[config.mk]
export PLATFORM = sky130hd
export DESIGN_NAME = sio_shift_port
export DESIGN_NICKNAME = d
export VERILOG_FILES = /design/src/rtl/sio_shift_port.sv
export SDC_FILE = /design/constraint.sdc
export NUM_CORES = 1
export LEC_CHECK = 0
export CORE_MARGIN = 2
export CORE_UTILIZATION = 45
export CTS_CLUSTER_DIAMETER = 200
export DETAILED_ROUTE_END_ITERATION = 16
export PLACE_DENSITY_LB_ADDON = 0.3
export SYNTH_ARGS = -nofsm -noshare
export SYNTH_HDL_FRONTEND = slang
export SYNTH_SLANG_ARGS = --single-unit
[constraint.sdc]
create_clock -name clk -period 2.4 [get_ports clk]
set_input_delay 0.6 -clock clk [delete_from_list [all_inputs] [get_ports clk]]
set_output_delay 0.6 -clock clk [all_outputs]
set_load 0.05 [all_outputs]
[src/rtl/sio_shift_port.sv]
module sio_shift_port #(
  parameter int DW = 8,
  parameter int RW = 8
) (
  input  logic          clk,
  input  logic          rst_n,
  input  logic          wr_en,
  input  logic [DW-1:0] wr_data,
  input  logic          clk_src_int,
  input  logic [1:0]    presc_sel,
  input  logic [RW-1:0] rate,
  input  logic          msb_first,
  input  logic          idle_level,
  input  logic          port_en,
  input  logic          ext_sclk,
  input  logic          sdin,
  output logic          sdout,
  output logic          sdout_oe,
  output logic          sclk_out,
  output logic          sclk_oe,
  output logic [DW-1:0] rx_data,
  output logic          busy,
  output logic          irq
);
  localparam int CW = (DW > 1) ? $clog2(DW) : 1;

  logic [DW-1:0] shreg;
  logic [CW-1:0] bit_cnt;
  logic [4:0]    pre_cnt, pre_max;
  logic [RW-1:0] rate_cnt;
  logic [2:0]    xs;
  logic sdo_q, drive_q, hold_q, busy_q, irq_q, sclk_q;
  logic run, tick, expire, fall_ev, rise_ev, done, out_bit;
  logic [DW-1:0] shifted;

  assign pre_max = (presc_sel == 2'b00) ? 5'd1 : (presc_sel == 2'b01) ? 5'd7 : 5'd31;
  assign run     = clk_src_int & (busy_q | hold_q);
  assign tick    = (pre_cnt == pre_max);
  assign expire  = run & tick & (rate_cnt == rate);

  assign fall_ev = clk_src_int ? (expire & busy_q & sclk_q)  : (~xs[1] & xs[2]);
  assign rise_ev = clk_src_int ? (expire & busy_q & ~sclk_q) : (xs[1] & ~xs[2]);
  assign done    = rise_ev & (bit_cnt == CW'(DW-1));

  assign out_bit = msb_first ? shreg[DW-1] : shreg[0];
  assign shifted = msb_first ? {shreg[DW-2:0], sdin} : {sdin, shreg[DW-1:1]};

  always_ff @(posedge clk or negedge rst_n) begin
    if (!rst_n) xs <= 3'b111;
    else        xs <= {xs[1:0], ext_sclk};
  end

  always_ff @(posedge clk or negedge rst_n) begin
    if (!rst_n) begin
      pre_cnt  <= '0;
      rate_cnt <= '0;
    end else if (wr_en || !run) begin
      pre_cnt  <= '0;
      rate_cnt <= '0;
    end else if (tick) begin
      pre_cnt  <= '0;
      rate_cnt <= (rate_cnt == rate) ? '0 : rate_cnt + 1'b1;
    end else begin
      pre_cnt  <= pre_cnt + 1'b1;
    end
  end

  always_ff @(posedge clk or negedge rst_n) begin
    if (!rst_n) begin
      shreg   <= '0;
      bit_cnt <= '0;
      sdo_q   <= 1'b0;
      drive_q <= 1'b0;
      hold_q  <= 1'b0;
      busy_q  <= 1'b0;
      irq_q   <= 1'b0;
      sclk_q  <= 1'b1;
    end else begin
      irq_q <= 1'b0;
      if (wr_en) begin
        shreg   <= wr_data;
        bit_cnt <= '0;
        busy_q  <= 1'b1;
        drive_q <= 1'b0;
        hold_q  <= 1'b0;
        sclk_q  <= 1'b1;
      end else begin
        if (fall_ev) begin
          sdo_q   <= out_bit;
          drive_q <= 1'b1;
          if (clk_src_int) sclk_q <= 1'b0;
        end
        if (rise_ev) begin
          shreg   <= shifted;
          bit_cnt <= done ? '0 : bit_cnt + 1'b1;
          if (clk_src_int) sclk_q <= 1'b1;
          if (done) begin
            busy_q <= 1'b0;
            irq_q  <= 1'b1;
            if (clk_src_int) hold_q <= 1'b1;
          end
        end
        if (expire && hold_q) begin
          hold_q  <= 1'b0;
          drive_q <= 1'b0;
        end
      end
    end
  end

  assign sdout    = drive_q ? sdo_q : idle_level;
  assign sdout_oe = port_en & drive_q;
  assign sclk_out = clk_src_int ? sclk_q : 1'b1;
  assign sclk_oe  = port_en & clk_src_int;
  assign rx_data  = shreg;
  assign busy     = busy_q;
  assign irq      = irq_q;
endmodule


==> results.cfg <==
[run_status]
outcome = finished, final reports clean

[critical_path]
critPathSlowestCell = clkdlybuf4s50_1
end_kind = flip-flop
crit_path_start_kind = input pin
rr_startpoint = rate_cnt[3]
crit_type = in -> reg
cpLargestDelayFamily = buffers and inverters
cp.depth = 7
cp.arrival_ns = 2.41
critPathBufInv = 2
r2r.worst_path.cells = 7
required_ns = 2.56
r2r_slack_ns = 0.52
rr_endpoint = rx_data[4]
crit_fanout = 8
slowest_delay_ns = 0.50
path_cells = clkdlybuf4s50_1 -> nor4_4 -> o221ai_2 -> nor3_2 -> a21bo_1 -> buf_12 -> mux2_4

[routing]
viasPerCell = 5.35
drt_pass1_iterations = 4
vias = 1574
drc = 0
first_iter_violations = 66
routedWlPerCell_um = 13.8
drt_wl_total_mm = 4.05
final_antenna_net_count = 0

[clock_network]
clk_latency_ns = 0.28
numCtsBuffers = 5
cts_setup_buffers = 0
cts_hold_buf = 0
cts_tree = yes
clockRootBuffer = clkbuf_8
ctsHtreeMaxLevel = 2
cts_buffer_depth = 2
cts_resized = 0
cts_sinks = 33
cts.reportedPaths.clkPinSlew_ns = 0.06

[power]
clockPowerShare_pct = 28.3
power_frac_comb_pct = 26.4
power.switching_mw = 0.416
powerDensity_mw_per_mm2 = 525
intPower_mw = 0.974
peakVddDrop_uv = 330
pwr-share-seq_pct = 45.3
leakagePower_nw = 1.19
switching_share_pct = 29.9

[yosys]
syn-cell-area_mm2 = 0.00194
ys_ff_latch = 33
synthDistinctLibCells = 45
yosysWarningCount = 0
netlist_instances = 187
synth_nets = 218
synth_area_leaders = dfrtp_1 37%, mux2_4 6.2%, dfstp_2 5.4%
yosysTopAreaCellShare_pct = 37.4
synth_edf_count = 0
ys_seq_area_share_pct = 42.8
synthFlopType = dfrtp_1
async_flop_share_pct = 100
yosysMostFrequentCell = dfrtp_1
synth_common_cells = 29 x dfrtp_1, 21 x nand2_1, 13 x o21ai_0
synth_area_leader_cell = dfrtp_1
syn_avg_cell_area_um2 = 10.4

[cells_and_area]
final_area_mm2 = 0.00265
utilization_pct = 64.8
drive_above_1_share_pct = 21.7
fin_nets = 274
area_growth_pct = 36.5
n_antenna_cell = 0

[hold_path]
hold_path.class = reg -> reg
worstHoldPathCells = 0
whs_endpoint = xs[1]
hp-start = xs[0]

[sta]
min_period_over_period_pct = 93.7
clock.fmax_ghz = 0.445
relSlewSlack_pct = 56.4
setup_ws_ns = 0.152
hold_viol_final = 0
slew_viol_final = 0
worstMarginPinSlew_ns = 0.647
setup_viol = 0
finalClockSkew_ns = 0.00786
min_period_ns = 2.25
rsz0062_at_grt = false

[place]
placed_area_mm2 = 0.00256
dp_hpwl_mm = 3.08
pre_cts_ws_ns = -0.151
finalWeightedCongestion = 0.847
port_buffers = 40

[global_routing]
antenna_found_initial = 0
grt_pass1_wl_mm = 7.25
grt_max_degree = 34
grt_pass1_vias = 1578
grt_overflow_total = 0
track_usage_pct = 18.6

[floorplanning]
design.die.area_mm2 = 0.00485
pin_count = 41
die_y_um = 69.7
core_region_area_mm2 = 0.00409
dieWidth_um = 69.7
start_util_pct = 47.5
rows = 23

[run]
drv_cap = 0
[through the flow]
stage | instances | total power, mW | hold slack [ns] | setup TNS [ns]
2_1_floorplan | 187 | 0.848 | 0.304 | 0
5_1_grt | 294 | 1.46 | 0.370 | 0
6_report | 294 | 1.39 | 0.358 | 0
4_1_cts | 294 | 1.41 | 0.359 | 0
3_3_place_gp | 286 | 1.00 | 0.346 | -0.837
3_5_place_dp | 286 | 1.01 | 0.349 | -1.55
[routing by layer]
layer | wire length, um | GRT usage (%) | share of wire, %
met1 | 1880 | 23.9 | 46
met2 | 1940 | 29.8 | 48
met3 | 166 | 4.22 | 4.1
met4 | 64 | 8.97 | 1.6
met5 | 0 | 0 | 0
[power groups by stage]
stage	clock (mW)	combinational (mW)	sequential [mW]
floorplan	0	0.132	0.716
global placement	0	0.364	0.640
detailed placement	0	0.369	0.640
CTS	0.410	0.370	0.630
global route	0.439	0.389	0.636
finish	0.394	0.367	0.630
[cells by family (layout without fill, tap and decap cells)]
| family | Yosys count | after routing | share of synthesized area, % |
|---|---|---|---|
| AO/OA/AOI/OAI | 38 | 38 | 13.5 |
| multiplexers | 22 | 22 | 13.7 |
| adder cells (fa/ha/maj) | 4 | 4 | 2.58 |
| buffers and inverters | 10 | 67 | 2.39 |
| XOR/XNOR | 12 | 12 | 5.42 |
| AND/OR/NAND/NOR | 68 | 68 | 19.6 |
| flip-flops | 33 | 33 | 42.8 |
[worst register-to-register path, cell delays in order, from the launching register on]
cell,delay [ns]
dfrtp_1,0.44
xor2_1,0.19
nor4_2,0.24
buf_4,0.16
and2_2,0.15
a21bo_1,0.14
buf_12,0.14
mux2_4,0.30
[final cells by class]
class,instances,area [um2]
clock inverter,2,10.0
sequential,33,831
fill,345,1440
timing repair buffer,58,601
clock buffer,6,72.6
multi-input combinational,144,1070
tap,50,62.6
inverter,1,3.75
[how the worst max path moves through the flow]
| stage | start | end | slack [ns] |
|---|---|---|---|
| 2_1_floorplan | presc_sel[0] | rx_data[0] | 0.37 |
| 3_3_place_gp | presc_sel[1] | rx_data[7] | -0.09 |
| 3_5_place_dp | presc_sel[1] | rx_data[4] | -0.15 |
| 4_1_cts | presc_sel[1] | rx_data[4] | 0.15 |
| 5_1_grt | presc_sel[1] | rate_cnt[6] | 0.06 |
| 6_report | presc_sel[1] | rx_data[4] | 0.15 |
[sequential cells by signal (all words and copies together) (netlist names), 3 cells and up]
register / count
bit_cnt: 3
pre_cnt: 5
rate_cnt: 8
xs: 3
rx_data: 8
[placed cells by master, fill, tap and decap left out, drive strengths merged, types with 4 or more instances in the layout]
master         Yosys  routed
clkdlybuf4s50      0      36
dfrtp             29      29
buf                2      22
nand2             21      21
o21ai             13      13
mux2              12      12
xor2              10      10
nor2              10      10
mux2i             10      10
a21oi              7       7
nand2b             6       6
clkbuf             7       6
nor2b              5       5
and3               5       5
nand3              4       4
nor3b              4       4
ha                 4       4
dfstp              4       4
and2               4       4
No activity file was read; power rests on OpenSTA's default activity.
